==> src/rtl/in_ep_pkg.sv <==
package in_ep_pkg;

  localparam int CSR_W = 8;

  // Control/status word bit positions (software-visible map)
  localparam int B_TXRDY    = 0;
  localparam int B_PRESENT  = 1;
  localparam int B_UNDERRUN = 2;
  localparam int B_DROP     = 3;
  localparam int B_STALLREQ = 4;
  localparam int B_STALLED  = 5;
  localparam int B_TOGCLR   = 6;

  typedef enum logic [2:0] {
    RSP_IDLE  = 3'd0,
    RSP_DATA  = 3'd1,
    RSP_NAK   = 3'd2,
    RSP_STALL = 3'd3,
    RSP_ZLP   = 3'd4
  } rsp_e;

  // Queue depth after one cycle of events, clamped to [0, lim]
  function automatic int next_count(input int cur, input logic add,
                                    input logic sub_tx, input logic sub_fl,
                                    input logic wipe, input int lim);
    int n;
    n = cur;
    if (add)    n = n + 1;
    if (sub_tx) n = n - 1;
    if (sub_fl) n = n - 1;
    if (wipe)   n = 0;
    if (n < 0)   n = 0;
    if (n > lim) n = lim;
    return n;
  endfunction

  // Transmit-ready view of the queue depth
  function automatic logic ready_view(input logic dbl, input int cnt, input int nbuf);
    if (dbl) return (cnt == nbuf);
    return (cnt != 0);
  endfunction

endpackage

==> src/rtl/in_ep_pktq.sv <==
module in_ep_pktq
  import in_ep_pkg::*;
#(
  parameter int NUM_BUF = 2,
  parameter int CNT_W   = $clog2(NUM_BUF + 1)
) (
  input  logic             clk,
  input  logic             rst_n,
  input  logic             dbl_en,
  input  logic             commit,
  input  logic             sent,
  input  logic             drop_cmd,
  input  logic             wipe,
  output logic [CNT_W-1:0] cnt,
  output logic             tx_ready
);

  logic [CNT_W-1:0] cnt_q;
  logic [CNT_W-1:0] cnt_d;
  int               lim;

  always_comb begin
    lim   = dbl_en ? NUM_BUF : 1;
    cnt_d = CNT_W'(next_count(int'(cnt_q), commit, sent, drop_cmd, wipe, lim));
  end

  always_ff @(posedge clk or negedge rst_n) begin
    if (!rst_n) cnt_q <= '0;
    else        cnt_q <= cnt_d;
  end

  assign cnt      = cnt_q;
  assign tx_ready = ready_view(dbl_en, int'(cnt_q), NUM_BUF);

endmodule

==> src/rtl/in_ep_resp.sv <==
module in_ep_resp
  import in_ep_pkg::*;
(
  input  logic       clk,
  input  logic       rst_n,
  input  logic       tok_in,
  input  logic       iso_mode,
  input  logic       stall_req,
  input  logic       have_pkt,
  output logic       ev_data,
  output logic       ev_nak,
  output logic       ev_zlp,
  output logic       ev_stall,
  output logic [2:0] resp_code
);

  rsp_e rsp_d;
  rsp_e rsp_q;

  always_comb begin
    ev_stall = tok_in && !iso_mode && stall_req;
    ev_data  = tok_in && !ev_stall && have_pkt;
    ev_zlp   = tok_in && iso_mode && !have_pkt;
    ev_nak   = tok_in && !iso_mode && !stall_req && !have_pkt;
    rsp_d    = RSP_IDLE;
    if (ev_stall)     rsp_d = RSP_STALL;
    else if (ev_data) rsp_d = RSP_DATA;
    else if (ev_zlp)  rsp_d = RSP_ZLP;
    else if (ev_nak)  rsp_d = RSP_NAK;
  end

  always_ff @(posedge clk or negedge rst_n) begin
    if (!rst_n) rsp_q <= RSP_IDLE;
    else        rsp_q <= rsp_d;
  end

  assign resp_code = rsp_q;

endmodule

==> src/rtl/in_ep_flags.sv <==
module in_ep_flags (
  input  logic clk,
  input  logic rst_n,
  input  logic csr_wr,
  input  logic wr_underrun,
  input  logic wr_stallreq,
  input  logic wr_stalled,
  input  logic ev_underrun,
  input  logic ev_stall,
  input  logic ev_sent,
  input  logic ev_drop,
  input  logic ev_tog_clr,
  input  logic iso_mode,
  input  logic int_en,
  output logic underrun,
  output logic stall_req,
  output logic stalled,
  output logic data_tog,
  output logic fifo_flush,
  output logic irq
);

  always_ff @(posedge clk or negedge rst_n) begin
    if (!rst_n) begin
      underrun   <= 1'b0;
      stall_req  <= 1'b0;
      stalled    <= 1'b0;
      data_tog   <= 1'b0;
      fifo_flush <= 1'b0;
      irq        <= 1'b0;
    end else begin
      if (ev_underrun)                 underrun <= 1'b1;
      else if (csr_wr && !wr_underrun) underrun <= 1'b0;

      if (ev_stall)                    stalled <= 1'b1;
      else if (csr_wr && !wr_stalled)  stalled <= 1'b0;

      if (csr_wr) stall_req <= wr_stallreq;

      if (ev_tog_clr)                  data_tog <= 1'b0;
      else if (ev_sent && !iso_mode)   data_tog <= !data_tog;

      fifo_flush <= ev_drop || ev_stall;
      irq        <= int_en && (ev_sent || ev_stall);
    end
  end

endmodule

==> src/rtl/in_ep_status.sv <==
module in_ep_status
  import in_ep_pkg::*;
#(
  parameter int NUM_BUF = 2,
  localparam int CNT_W  = $clog2(NUM_BUF + 1)
) (
  input  logic             clk,
  input  logic             rst_n,
  input  logic             csr_wr,
  input  logic [CSR_W-1:0] csr_wdata,
  output logic [CSR_W-1:0] csr_rdata,
  input  logic             iso_mode,
  input  logic             dbl_buf_en,
  input  logic             int_en,
  input  logic             tok_in,
  input  logic             tx_done,
  output logic [2:0]       resp_code,
  output logic             data_tog,
  output logic             fifo_flush,
  output logic             irq
);

  // Named internal events
  logic             ev_commit;
  logic             ev_drop;
  logic             ev_tog_clr;
  logic             ev_sent;
  logic             ev_data;
  logic             ev_nak;
  logic             ev_zlp;
  logic             ev_stall;
  logic [CNT_W-1:0] pkt_cnt;
  logic             tx_ready;
  logic             underrun;
  logic             stall_req;
  logic             stalled;
  logic             unused_wbits;

  assign ev_commit    = csr_wr && csr_wdata[B_TXRDY];
  assign ev_drop      = csr_wr && csr_wdata[B_DROP];
  assign ev_tog_clr   = csr_wr && csr_wdata[B_TOGCLR];
  assign ev_sent      = tx_done && (pkt_cnt != '0);
  assign unused_wbits = ^{csr_wdata[CSR_W-1:B_TOGCLR+1], csr_wdata[B_PRESENT]};

  in_ep_pktq #(.NUM_BUF(NUM_BUF), .CNT_W(CNT_W)) u_pktq (
    .clk      (clk),
    .rst_n    (rst_n),
    .dbl_en   (dbl_buf_en),
    .commit   (ev_commit),
    .sent     (ev_sent),
    .drop_cmd (ev_drop),
    .wipe     (ev_stall),
    .cnt      (pkt_cnt),
    .tx_ready (tx_ready)
  );

  in_ep_resp u_resp (
    .clk       (clk),
    .rst_n     (rst_n),
    .tok_in    (tok_in),
    .iso_mode  (iso_mode),
    .stall_req (stall_req),
    .have_pkt  (pkt_cnt != '0),
    .ev_data   (ev_data),
    .ev_nak    (ev_nak),
    .ev_zlp    (ev_zlp),
    .ev_stall  (ev_stall),
    .resp_code (resp_code)
  );

  in_ep_flags u_flags (
    .clk         (clk),
    .rst_n       (rst_n),
    .csr_wr      (csr_wr),
    .wr_underrun (csr_wdata[B_UNDERRUN]),
    .wr_stallreq (csr_wdata[B_STALLREQ]),
    .wr_stalled  (csr_wdata[B_STALLED]),
    .ev_underrun (ev_nak || ev_zlp),
    .ev_stall    (ev_stall),
    .ev_sent     (ev_sent),
    .ev_drop     (ev_drop),
    .ev_tog_clr  (ev_tog_clr),
    .iso_mode    (iso_mode),
    .int_en      (int_en),
    .underrun    (underrun),
    .stall_req   (stall_req),
    .stalled     (stalled),
    .data_tog    (data_tog),
    .fifo_flush  (fifo_flush),
    .irq         (irq)
  );

  always_comb begin
    csr_rdata             = '0;
    csr_rdata[B_TXRDY]    = tx_ready;
    csr_rdata[B_PRESENT]  = (pkt_cnt != '0);
    csr_rdata[B_UNDERRUN] = underrun;
    csr_rdata[B_STALLREQ] = stall_req;
    csr_rdata[B_STALLED]  = stalled;
  end

endmodule

==> config.mk <==
export PLATFORM = sky130hd
export DESIGN_NAME = in_ep_status
export DESIGN_NICKNAME = d
export VERILOG_FILES = /design/src/rtl/in_ep_pkg.sv /design/src/rtl/in_ep_pktq.sv /design/src/rtl/in_ep_resp.sv /design/src/rtl/in_ep_flags.sv /design/src/rtl/in_ep_status.sv
export SDC_FILE = /design/constraint.sdc
export NUM_CORES = 1
export LEC_CHECK = 0
export ABC_CLOCK_PERIOD_IN_PS = 9400
export BUFFER_PORTS_ARGS = -buffer_cell sky130_fd_sc_hd__buf_4
export CORE_MARGIN = 4
export CORE_UTILIZATION = 53
export CTS_CLUSTER_SIZE = 10
export DETAILED_ROUTE_END_ITERATION = 8
export PLACE_DENSITY = 0.94
export SYNTH_ARGS = -nofsm -noshare
export SYNTH_HDL_FRONTEND = slang
export SYNTH_HIERARCHICAL = 1
export SYNTH_SLANG_ARGS = --single-unit
==> constraint.sdc <==
create_clock -name clk -period 9.4 [get_ports clk]
set_input_delay 0.94 -clock clk [delete_from_list [all_inputs] [get_ports clk]]
set_output_delay 0.94 -clock clk [all_outputs]
set_load 0.01 [all_outputs]
* Yosys cells after proc, flatten, opt, wreduce, memory -nomap -nowiden
Cells that the tools add are included.
** Storage, ports and cells
- Word-level logic and storage cells :: 65
- Output and inout bits :: 14
- Flip-flop bits (word level) :: 11
** Cells by class
- Reductions and logical operators :: 31
- Magnitude comparators :: 2
- Eq/ne operators :: 1
- Multiplexer cells :: 20
- $add $sub $neg :: 3
** Operators with widths (number)
- $mux W32 :: 5
- $sub A32 B2 Y32 const B :: 2
- $gt A32 B3 Y1 :: 1
- $lt A32 B1 Y1 const B :: 1
- $logic_and A1 B1 Y1 :: 16
- $reduce_bool A2 Y1 :: 5
- $mux W1 :: 9
- $mux W3 :: 3
- $logic_not A1 Y1 :: 7
- $mux W2 :: 3
- $add A2 B1 Y3 const B :: 1
- $logic_or A1 B1 Y1 :: 3
- $eq A2 B2 Y1 const B :: 1

* Logic depth before layout (Yosys ltp)
- Depth in word-level cells :: 11
- Depth in mapped cells :: 16

* Modules after synthesis
Netlist, hierarchy kept.
** Modules (own cells, without submodules)
- in_ep_pktq :: area each 440.4 µm², sequential area each 50.0 µm², cells each 50, instances 1
- in_ep_flags :: area each 241.5 µm², sequential area each 150.1 µm², cells each 17, instances 1
- in_ep_resp :: area each 143.9 µm², sequential area each 75.1 µm², cells each 15, instances 1
- in_ep_status :: area each 95.1 µm², sequential area each 0.0 µm², cells each 14, instances 1

* Least setup slack after synthesis
Ideal clock, no wire load.
- Path type :: input to register
- From :: input csr_wr
- To :: register u_pktq.cnt_q[1] (netlist: u_pktq/cnt[1])
- Data required time :: 9.272 ns
- Arrival time :: 3.720 ns
- Cell stages on the path :: 14
- Setup slack :: 5.552 ns
- Cell sequence :: and2_1 buf_4 xnor2_1 ha_1 ha_1 and2_1 a211oi_2 nand4_1 and3_1 ha_1 a21oi_1 a21oi_1 a221oi_2 mux2_1
** On the way
- Longest elaborated chain between the ends :: 11
** Ends and longest elaborated chain
- from (decl) :: line in_ep_status.sv:9 : input logic csr_wr,
- $logic_and A1 B1 Y1 :: line in_ep_status.sv:39 : assign ev_commit = csr_wr && csr_wdata[B_TXRDY];
- $mux W32 :: line in_ep_pkg.sv:28 : if (add) n = n + 1;
- $sub A32 B2 Y32 :: line in_ep_pkg.sv:29 : if (sub_tx) n = n - 1;
- $mux W32 :: line in_ep_pkg.sv:29
- $sub A32 B2 Y32 :: line in_ep_pkg.sv:30 : if (sub_fl) n = n - 1;
- $mux W32 (*) :: line in_ep_pkg.sv:30
- $mux W32 (*) :: line in_ep_pkg.sv:31 : if (wipe) n = 0;
- $lt A32 B1 Y1 :: line in_ep_pkg.sv:32 : if (n < 0) n = 0;
- $mux W32 (*) :: line in_ep_pkg.sv:32
- $gt A32 B3 Y1 :: line in_ep_pkg.sv:33 : if (n > lim) n = lim;
- $mux W2 (*) :: line in_ep_pkg.sv:33
- net u_pktq.cnt_d[1] :: line in_ep_pktq.sv:19 : logic [CNT_W-1:0] cnt_d;
- to (signal assigned) :: line in_ep_pktq.sv:29 : else cnt_q <= cnt_d;
- to (decl) :: line in_ep_pktq.sv:18 : logic [CNT_W-1:0] cnt_q;
The timed path passes the listed nets; every way through them passes the cells marked *.
A chain may end at the register's enable or synchronous reset.

* Worst setup path in the final report
- From :: input csr_wr
- To :: register u_pktq.cnt_q[1] (netlist: u_pktq/cnt[1])
** On the way
- Longest elaborated chain between the ends :: 11
** Ends and longest elaborated chain
- $logic_and A1 B1 Y1 (*) :: line in_ep_status.sv:39
- net ev_commit :: line in_ep_status.sv:24 : logic ev_commit;
- $mux W32 (*) :: line in_ep_pkg.sv:28
- $sub A32 B2 Y32 :: line in_ep_pkg.sv:29
- $mux W32 (*) :: line in_ep_pkg.sv:29
- $sub A32 B2 Y32 :: line in_ep_pkg.sv:30
- $mux W32 (*) :: line in_ep_pkg.sv:30
- $mux W32 (*) :: line in_ep_pkg.sv:31
- $lt A32 B1 Y1 :: line in_ep_pkg.sv:32
- $mux W32 (*) :: line in_ep_pkg.sv:32
- $gt A32 B3 Y1 :: line in_ep_pkg.sv:33
- $mux W2 (*) :: line in_ep_pkg.sv:33
- net u_pktq.cnt_d[1] :: line in_ep_pktq.sv:19
Marks and branches as above.

==> flow_summary.json <==
{
  "via_count": 757,
  "drtAntennaViolNets": 0,
  "place_congestion": 0.923,
  "cp_slowest_stage_delay_ns": 0.51,
  "rsz0062_at_grt": "false",
  "portBuffers": 24,
  "synth_cells": 95,
  "fin_nets": 140,
  "grtUsageTotal_pct": 17.9,
  "syn2layout_area_growth_pct": 18.5,
  "first_pass_iters": 5,
  "grt_max_degree": 18,
  "endpoint_kind": "register",
  "leakage_nw": 0.560,
  "finalHoldViolCount": 0,
  "ios": 30,
  "r2r_slack_ns": 5.75,
  "cp_num_buf_inv": 1,
  "clk_latency_ns": 0.27,
  "cts_max_level": 1,
  "rows": 14,
  "cts_hold_buffers": 0,
  "wl_um": 2030,
  "relSlewSlack_pct": 61.8,
  "path_cells": "buf_4 > and2_1 > xnor2_1 > ha_1 > ha_1 > and2_1 > a211oi_2 > nand4_1 > and3_1 > ha_1 > a21oi_1 > a21oi_1 > a221oi_2 > mux2_1",
  "synth-warning-count": 6,
  "worst_ir_drop_vdd_mv": 0.199,
  "start_kind": "primary input",
  "avgSynthCellArea_um2": 9.63,
  "cts_tree": "yes",
  "hpwlAfterDp_um": 1610,
  "syn-cell-area_um2": 915,
  "fin_tns_setup_ns": 0,
  "drive_gt1_share_pct": 31.0,
  "period_needed_ns": 4.14,
  "maxCapViolations": 0,
  "setup.worst_path.class": "primary input to register",
  "drt_iter0_drc": 14,
  "die-height_um": 49.5,
  "power_density_mw_per_mm2": 294,
  "fin_crit_sh_pct": 44.0,
  "grt_overflow_total": 0,
  "dpl_cell_area_mm2": 0.00106,
  "final_common_cell": "buf_4",
  "numCtsBuffers": 3,
  "cts_resized": 0,
  "antenna_cells": 0,
  "antenna_found_initial": 0,
  "core_area_mm2": 0.00158,
  "cts_root_buffer": "clkbuf_4",
  "cts_setup_buffers": 0,
  "clock_sinks": 11,
  "finalPower_w": 0.000319,
  "worst_pin_slew_ns": 0.569,
  "drv_slew": 0,
  "post_drt_wl_per_cell_um": 15.4,
  "fmax_ghz": 0.242,
  "finalInstanceArea_mm2": 0.00108,
  "grt_pass1_wl_um": 3370,
  "hp-class": "register to register",
  "path_clk_slew_ns": 0.07,
  "crit_top_cell": "ha_1",
  "initial_core_util_pct": 58.0,
  "crit_family": "adder cells",
  "die_width_um": 49.5,
  "grt_pass1_vias": 769,
  "cp.required_ns": 9.55,
  "crit_arrival_ns": 4.29,
  "drcViolationCount": 0,
  "fp.dieArea_mm2": 0.00245,
  "avgViaCountPerCell": 5.73,
  "fin_worst_skew_ns": 0.00283,
  "cp_slowest_cell": "xnor2_1",
  "outcome": "finished, final reports clean",
  "setup_viol": 0,
  "max-clock-path-buffers": 2,
  "crit_fanout": 10,
  "final_cell_mix": "24 x buf_4, 11 x dfrtp_1, 7 x inv_1, 7 x ha_1"
}
-- final timing paths --
| check | startpoint | to | cells after the start |
|---|---|---|---|
| worst min register to register | u_flags/underrun | u_flags/underrun | 1 |
| max in group asynchronous | rst_n | u_pktq/cnt[0] | 1 |
| worst max register to register | u_pktq/cnt[0] | u_pktq/cnt[1] | 14 |
| worst min-delay path | u_flags/underrun | u_flags/underrun | 1 |
| worst max-delay path | csr_wr | u_pktq/cnt[1] | 14 |
| min in group asynchronous | rst_n | u_resp/resp_code[2] | 1 |
-- registers in the layout (all words and copies together) (netlist names) --
register,count
u_pktq/cnt,2
u_flags/irq,1
u_resp/resp_code,3
u_flags/stalled,1
u_flags/underrun,1
u_flags/stall_req,1
u_flags/fifo_flush,1
u_flags/data_tog,1
-- metal layers --
metal	GRT usage [%]	share of wire (%)	vias up
met1	18.3	39	357
met2	33.7	54	33
met3	4.22	5.5	4
met4	8.29	1.2	0
li1	-	-	363
met5	0	0	-
-- where the power goes --
group / leakage [nW] / total [W] / internal, W / switching [W]
logic: 0.407 / 0.000210 / 0.000103 / 0.000108
registers: 0.138 / 0.0000756 / 0.0000606 / 0.0000150
clock network: 0.0150 / 0.0000325 / 0.0000164 / 0.0000161
-- cell type report --
type,instances,area (µm²)
tap,16,20.0
clock buffer,4,26.3
multi-input combinational,70,556
sequential,11,275
timing repair buffer,24,180
inverter,7,26.3
fill,139,493
-- stage by stage --
step	setup slack, ns	cells	hold slack [ns]	util [%]
2_1_floorplan	5.55	97	0.450	-
3_3_place_gp	5.21	128	0.461	67.1
3_5_place_dp	5.03	128	0.467	67.1
4_1_cts	5.31	132	0.484	68.7
5_1_grt	5.04	132	0.488	68.7
6_report	5.26	132	0.481	68.7
-- worst reg2reg max path, delay by kind of cell (launching register included) --
family                   cells  cell delay [ns]
multiplexers                 2             0.65
AND/OR/NAND/NOR              3             0.51
flip-flops                   1             0.49
adder cells (fa/ha/maj)      4             1.09
buffers and inverters        1             0.06
AO/OA/AOI/OAI                4             0.73
No activity file was read; power rests on OpenSTA's default activity.
